`src/rtl/pm_pkg.sv`:
```
package pm_pkg;
  typedef enum logic [1:0] {
    PS_FULL = 2'd0,
    PS_LITE = 2'd1,
    PS_DEEP = 2'd2,
    PS_OFF  = 2'd3
  } pstate_e;

  localparam int CW_W      = 8;
  localparam int F_STATE_L = 0;
  localparam int F_WEN     = 4;
  localparam int F_WSTS    = 7;
  localparam int CAP_W     = 5;
endpackage

```
`src/rtl/pm_trans_check.sv`:
```
module pm_trans_check
  import pm_pkg::*;
#(
  parameter bit D1_EN  = 1'b1,
  parameter bit D2_EN  = 1'b1,
  parameter bit NO_MID = 1'b0
) (
  input  pstate_e cur_i,
  input  pstate_e req_i,
  output logic    ok_o
);
  localparam bit LITE_OK = D1_EN && !NO_MID;
  localparam bit DEEP_OK = D2_EN && !NO_MID;

  logic supported, legal;

  always_comb begin
    unique case (req_i)
      PS_LITE: supported = LITE_OK;
      PS_DEEP: supported = DEEP_OK;
      default: supported = 1'b1;
    endcase
    // deeper moves only, or a return to full power
    legal = (req_i != cur_i) && ((req_i == PS_FULL) || (req_i > cur_i));
    ok_o  = supported && legal;
  end
endmodule

```
`src/rtl/pm_recovery_timer.sv`:
```
module pm_recovery_timer #(
  parameter int CYCLES = 16
) (
  input  logic clk_i,
  input  logic rst_ni,
  input  logic start_i,
  output logic busy_o
);
  localparam int CNT_W = $clog2(CYCLES + 1);
  localparam logic [CNT_W-1:0] LOAD = CNT_W'(CYCLES);

  logic [CNT_W-1:0] cnt_q;

  always_ff @(posedge clk_i or negedge rst_ni) begin
    if (!rst_ni)              cnt_q <= '0;
    else if (start_i)         cnt_q <= LOAD;
    else if (cnt_q != '0)     cnt_q <= cnt_q - 1'b1;
  end

  assign busy_o = (cnt_q != '0);

  AST_CNT_BOUND: assert property (@(posedge clk_i) disable iff (!rst_ni)
    cnt_q <= LOAD);
  AST_START_BUSY: assert property (@(posedge clk_i) disable iff (!rst_ni)
    start_i |=> busy_o);
endmodule

```
`src/rtl/pm_wake_logic.sv`:
```
module pm_wake_logic
  import pm_pkg::*;
#(
  parameter logic [CAP_W-1:0] CAP = 5'b01001
) (
  input  logic    clk_i,
  input  logic    rst_ni,
  input  pstate_e state_i,
  input  logic    evt_i,
  input  logic    wr_i,
  input  logic    wen_wdata_i,
  input  logic    clr_wdata_i,
  output logic    wen_o,
  output logic    sts_o,
  output logic    wake_o
);
  logic set_ev;

  assign set_ev = evt_i && CAP[state_i];

  always_ff @(posedge clk_i or negedge rst_ni) begin
    if (!rst_ni) begin
      wen_o <= 1'b0;
      sts_o <= 1'b0;
    end else begin
      if (wr_i) wen_o <= wen_wdata_i;
      // set wins over a same-cycle clear
      if (set_ev)                   sts_o <= 1'b1;
      else if (wr_i && clr_wdata_i) sts_o <= 1'b0;
    end
  end

  assign wake_o = sts_o && wen_o;

  AST_WAKE_NEEDS_EN: assert property (@(posedge clk_i) disable iff (!rst_ni)
    wake_o |-> wen_o);
  AST_STS_STICKY: assert property (@(posedge clk_i) disable iff (!rst_ni)
    sts_o && !(wr_i && clr_wdata_i) |=> sts_o);
  AST_NO_CAP_NO_SET: assert property (@(posedge clk_i) disable iff (!rst_ni)
    !sts_o && !(evt_i && CAP[state_i]) |=> !sts_o);
endmodule

```
`src/rtl/pm_state_ctrl.sv`:
```
module pm_state_ctrl
  import pm_pkg::*;
#(
  parameter bit               D1_EN       = 1'b1,
  parameter bit               D2_EN       = 1'b1,
  parameter bit               NO_MID      = 1'b0,
  parameter logic [CAP_W-1:0] WAKE_CAP    = 5'b01001,
  parameter int               RECOVERY_MS = 10,
  parameter int               CLK_KHZ     = 100000
) (
  input  logic             clk_i,
  input  logic             rst_ni,
  input  logic             cfg_wr_i,
  input  logic [CW_W-1:0]  cfg_wdata_i,
  input  logic             wake_evt_i,
  output logic [CW_W-1:0]  ctrl_o,
  output logic [CAP_W-1:0] wake_cap_o,
  output logic             decode_en_o,
  output logic             busy_o,
  output logic             wake_o
);
  localparam int RECOV_CYC = RECOVERY_MS * CLK_KHZ;

  pstate_e state_q, req;
  logic    ok, take, rec_start, wen, sts;

  assign req = pstate_e'(cfg_wdata_i[F_STATE_L +: 2]);

  pm_trans_check #(.D1_EN(D1_EN), .D2_EN(D2_EN), .NO_MID(NO_MID)) u_chk (
    .cur_i(state_q), .req_i(req), .ok_o(ok)
  );

  assign take      = cfg_wr_i && ok && !busy_o;
  assign rec_start = take && (state_q == PS_OFF) && (req == PS_FULL);

  always_ff @(posedge clk_i or negedge rst_ni) begin
    if (!rst_ni)   state_q <= PS_FULL;
    else if (take) state_q <= req;
  end

  pm_recovery_timer #(.CYCLES(RECOV_CYC)) u_tmr (
    .clk_i(clk_i), .rst_ni(rst_ni), .start_i(rec_start), .busy_o(busy_o)
  );

  pm_wake_logic #(.CAP(WAKE_CAP)) u_wake (
    .clk_i(clk_i), .rst_ni(rst_ni), .state_i(state_q), .evt_i(wake_evt_i),
    .wr_i(cfg_wr_i), .wen_wdata_i(cfg_wdata_i[F_WEN]),
    .clr_wdata_i(cfg_wdata_i[F_WSTS]),
    .wen_o(wen), .sts_o(sts), .wake_o(wake_o)
  );

  always_comb begin
    ctrl_o                  = '0;
    ctrl_o[F_STATE_L +: 2]  = state_q;
    ctrl_o[F_WEN]           = wen;
    ctrl_o[F_WSTS]          = sts;
  end

  assign wake_cap_o  = WAKE_CAP;
  assign decode_en_o = (state_q == PS_FULL) && !busy_o;

  AST_HOLD_ON_REJECT: assert property (@(posedge clk_i) disable iff (!rst_ni)
    cfg_wr_i && !(ok && !busy_o) |=> state_q == $past(state_q));
  AST_BUSY_HOLD: assert property (@(posedge clk_i) disable iff (!rst_ni)
    busy_o && !$rose(busy_o) |-> $stable(state_q));
  AST_DEC_OFF_BUSY: assert property (@(posedge clk_i) disable iff (!rst_ni)
    busy_o |-> !decode_en_o);
  AST_RECOV_ENTRY: assert property (@(posedge clk_i) disable iff (!rst_ni)
    $rose(busy_o) |-> state_q == PS_FULL && $past(state_q) == PS_OFF);
  AST_NO_LITE_UNSUP: assert property (@(posedge clk_i) disable iff (!rst_ni)
    !(D1_EN && !NO_MID) |-> state_q != PS_LITE);
  AST_NO_DEEP_UNSUP: assert property (@(posedge clk_i) disable iff (!rst_ni)
    !(D2_EN && !NO_MID) |-> state_q != PS_DEEP);
endmodule

```
`config.mk`:
```
export PLATFORM = sky130hd
export DESIGN_NAME = pm_state_ctrl
export DESIGN_NICKNAME = d
export VERILOG_FILES = /design/src/rtl/pm_pkg.sv /design/src/rtl/pm_trans_check.sv /design/src/rtl/pm_recovery_timer.sv /design/src/rtl/pm_wake_logic.sv /design/src/rtl/pm_state_ctrl.sv
export SDC_FILE = /design/constraint.sdc
export NUM_CORES = 1
export LEC_CHECK = 0
export ABC_CLOCK_PERIOD_IN_PS = 2950
export BUFFER_PORTS_ARGS = -buffer_cell sky130_fd_sc_hd__buf_2
export CELL_PAD_IN_SITES_DETAIL_PLACEMENT = 2
export CELL_PAD_IN_SITES_GLOBAL_PLACEMENT = 2
export CORE_ASPECT_RATIO = 0.6
export CORE_MARGIN = 2
export CORE_UTILIZATION = 34
export DETAILED_ROUTE_END_ITERATION = 8
export GPL_TIMING_DRIVEN = 0
export PLACE_DENSITY_LB_ADDON = 0.1
export REMOVE_ABC_BUFFERS = 1
export SETUP_SLACK_MARGIN = 0.3
export SYNTH_ARGS = -nofsm -noshare
export SYNTH_HDL_FRONTEND = slang
export SYNTH_SLANG_ARGS = --single-unit
```
`constraint.sdc`:
```
create_clock -name clk_i -period 2.95 [get_ports clk_i]
set_clock_uncertainty 0.2 [all_clocks]
set_input_delay 0.295 -clock clk_i [delete_from_list [all_inputs] [get_ports clk_i]]
set_output_delay 0.295 -clock clk_i [all_outputs]
set_load 0.01 [all_outputs]
```
==> reports/results.txt <==
Setup crit start kind -> flip-flop
die area -> 5004 sq um
Synth Warn # -> 0
Crit Path Max Fanout -> 7
critical path class -> flip-flop to output port
Rows -> 18
final setup vio count -> 0
Final Cell Area -> 1703 sq um
Mapped Cells -> 152
setup TNS -> 0 ps
CTS Root Cell -> clkbuf_8
area occupied by multi-input gates -> 830.8 sq um
Post-DP Area -> 1583 sq um
Seq cells post-synth -> 24
Die H -> 55.60 um
IO buf count -> 14
Ant. Diodes -> 0
largest net degree at the start of global routing -> 25
status -> finished clean
detailed placer's ending HPWL -> 3.027 mm
die width -> 90.01 um
Worst R2R Path Depth -> 4
FILL cells -> 470
post-DR wirelength/cell -> 17.79 um
starting density of the core -> 0.3602
Reg-to-Reg Start -> u_tmr.cnt_q[4]
layout cells sized above 1 -> 0.2262
fmax -> 387.1 MHz
Power Dens Cells -> 334.7 nW/um^2
count of max-cap constraint violations -> 0
max-slew violation count -> 0
reg2reg setup slack -> 510 ps
Hold WS -> 60.46 ps
drt first pass iters -> 4
Antenna Nets Post-Route -> 0
H-Tree Depth -> 1
nets -> 187
most common flop cell mapped by yosys -> dfrtp_1
area leader, netlist -> dfrtp_1
CTS Buf Count -> 3
relative slew slack -> 0.5487
# DRC -> 0
Sequential Area -> 600.6 sq um
ys async rst share -> 1.000
share of the yosys chip area belonging to registers -> 0.3980
number of synthesized flops with an enable pin -> 0
clock latency on the worst-skew pair -> 270 ps
Final Hold Viols -> 0
vias in the first global route -> 1248
hold path cells -> 2
area of the core -> 4189 sq um
commonest non-fill, non-tap cell in the layout -> dfrtp_1
clk sink count -> 24
Worst R2R End -> u_tmr.cnt_q[19]
HP Class -> input pin to flip-flop
DR vias -> 1244
CP Capture Type -> output port
VDD IR max -> 0.0001530 V
Mapped Avg Cell Area -> 9.927 sq um
Leak Pwr -> 0.7295 nW
most frequent cells in the layout -> dfrtp_1 (24), buf_2 (14), inv_1 (11), o21ai_0 (9), conb_1 (9)
GRT Total Usage -> 0.1696
WP data arrival -> 2090 ps
CTS clk-pin slew, worst paths -> 80 ps
worst hold start -> cfg_wdata_i[4]
Clock Tree Buf Depth -> 2
minimum clock period -> 2583 ps
area growth from synthesis to layout -> 12.85%
Worst Setup SP -> u_tmr.cnt_q[10]
Synth cell types -> 47
total congestion overflow -> 0
DR vias/cell -> 5.456
IO Pins -> 28
TritonCTS clock tree -> built
number of DRC markers in iteration 0 -> 54
worst path required time -> 2460 ps
area of the mapped netlist -> 1509 sq um
wirelength, routed -> 4.055 mm
initial antenna violation count -> 0
Synth area leaders -> dfrtp_1 (40%), buf_4 (5.5%), ha_1 (4.1%)
period utilisation layout -> 0.8757
RSZ-0062 raised after global routing -> true
Least-Margin Pin Slew -> 675.6 ps
GP Congestion -> 0.8110
top cell type's share of synthesized area -> 0.3980
first-pass GRT wire length -> 6.741 mm
Hold Path End -> u_wake.wen_o
-- worst max-delay path, cell delays in order, from the launching register on --
cell and delay (ps):
dfrtp_1 440, or4_4 610, nor4b_4 310, buf_6 180, and3_1 150, buf_2 130
-- registers in the layout, summed over array words and instances (netlist names) --
register	cells
u_wake.wen_o	1
u_tmr.cnt_q	20
u_wake.sts_o	1
state_q	2
-- report_power, final --
| group | total [mW] | switching, mW | internal, mW |
|---|---|---|---|
| logic | 0.0376 | 0.0249 | 0.0127 |
| registers | 0.333 | 0.00159 | 0.331 |
| clock network | 0.200 | 0.108 | 0.0915 |
| total | 0.570 | 0.135 | 0.435 |
-- layout make-up --
| cell class | instances | share of cell area |
|---|---|---|
| Clock buffer | 3 | 0.02425 |
| Inverter | 11 | 0.02425 |
| Multi-Input combinational cell | 111 | 0.4879 |
| Sequential cell | 24 | 0.3527 |
| Tap cell | 60 | 0.04409 |
| Timing Repair Buffer | 19 | 0.06686 |
-- synthesized netlist by cell type (all sizes together), types with 2 or more instances --
cell,instances
dfrtp,24
buf,12
inv,11
o21ai,9
nand2,7
nand3,6
nor4,6
or4,6
a21oi,5
a31oi,5
ha,5
nor2,5
a211oi,4
xor2,4
and4,3
nand2b,3
nor3,3
nor4b,3
or3,3
xnor2,3
a22o,2
a41oi,2
and2,2
and3,2
conb,2
nand4b,2
-- metrics by stage --
step	cells	worst slack, ps	utilization	power, mW
2_1_floorplan	146	691.8	-	0.3556
3_3_place_gp	220	227.1	0.3778	0.3736
3_5_place_dp	220	112.6	0.3778	0.3759
4_1_cts	226	317.2	0.3996	0.5735
5_1_grt	228	263.5	0.4065	0.5884
6_report	228	366.7	0.4065	0.5700
-- repair_timing --
item,4_1_cts,5_1_grt
endpoints found under the setup margin,3,5
gates resized for setup,5,4
pin swaps,2,2
endpoints found under the hold margin,24,0
buffers inserted,2,2
gates cloned,0,0
hold buffers,1,0
-- worst max-delay path by stage --
stage | end | slack [ps] | depth (start not counted)
2_1_floorplan | busy_o | 690 | 4
3_3_place_gp | busy_o | 230 | 5
4_1_cts | decode_en_o | 320 | 5
5_1_grt | decode_en_o | 260 | 5
6_report | decode_en_o | 370 | 5
3_5_place_dp | busy_o | 110 | 5
-- cells by family (layout without fill, tap and decap cells) --
logic type | Yosys count | count (layout) | synth area share
and+or+nand+nor | 54 | 54 | 0.2546
AOI/OAI and AO/OA | 35 | 35 | 0.1609
DFF | 24 | 24 | 0.3980
buffers and inverters | 24 | 33 | 0.09204
xor gates and xnor gates | 7 | 7 | 0.04063
adders and majority gates | 5 | 5 | 0.04146
other | 2 | 9 | 0.004977
muxes | 1 | 1 | 0.007462
-- routing by layer --
metal	track usage	vias to the layer above	wire length [um]
met5	0	-	0
met4	0.01978	0	10
met3	0.03930	2	133
met2	0.2524	16	1801
met1	0.2577	641	2109
li1	-	585	-
Power figures use the tool's default switching activity.
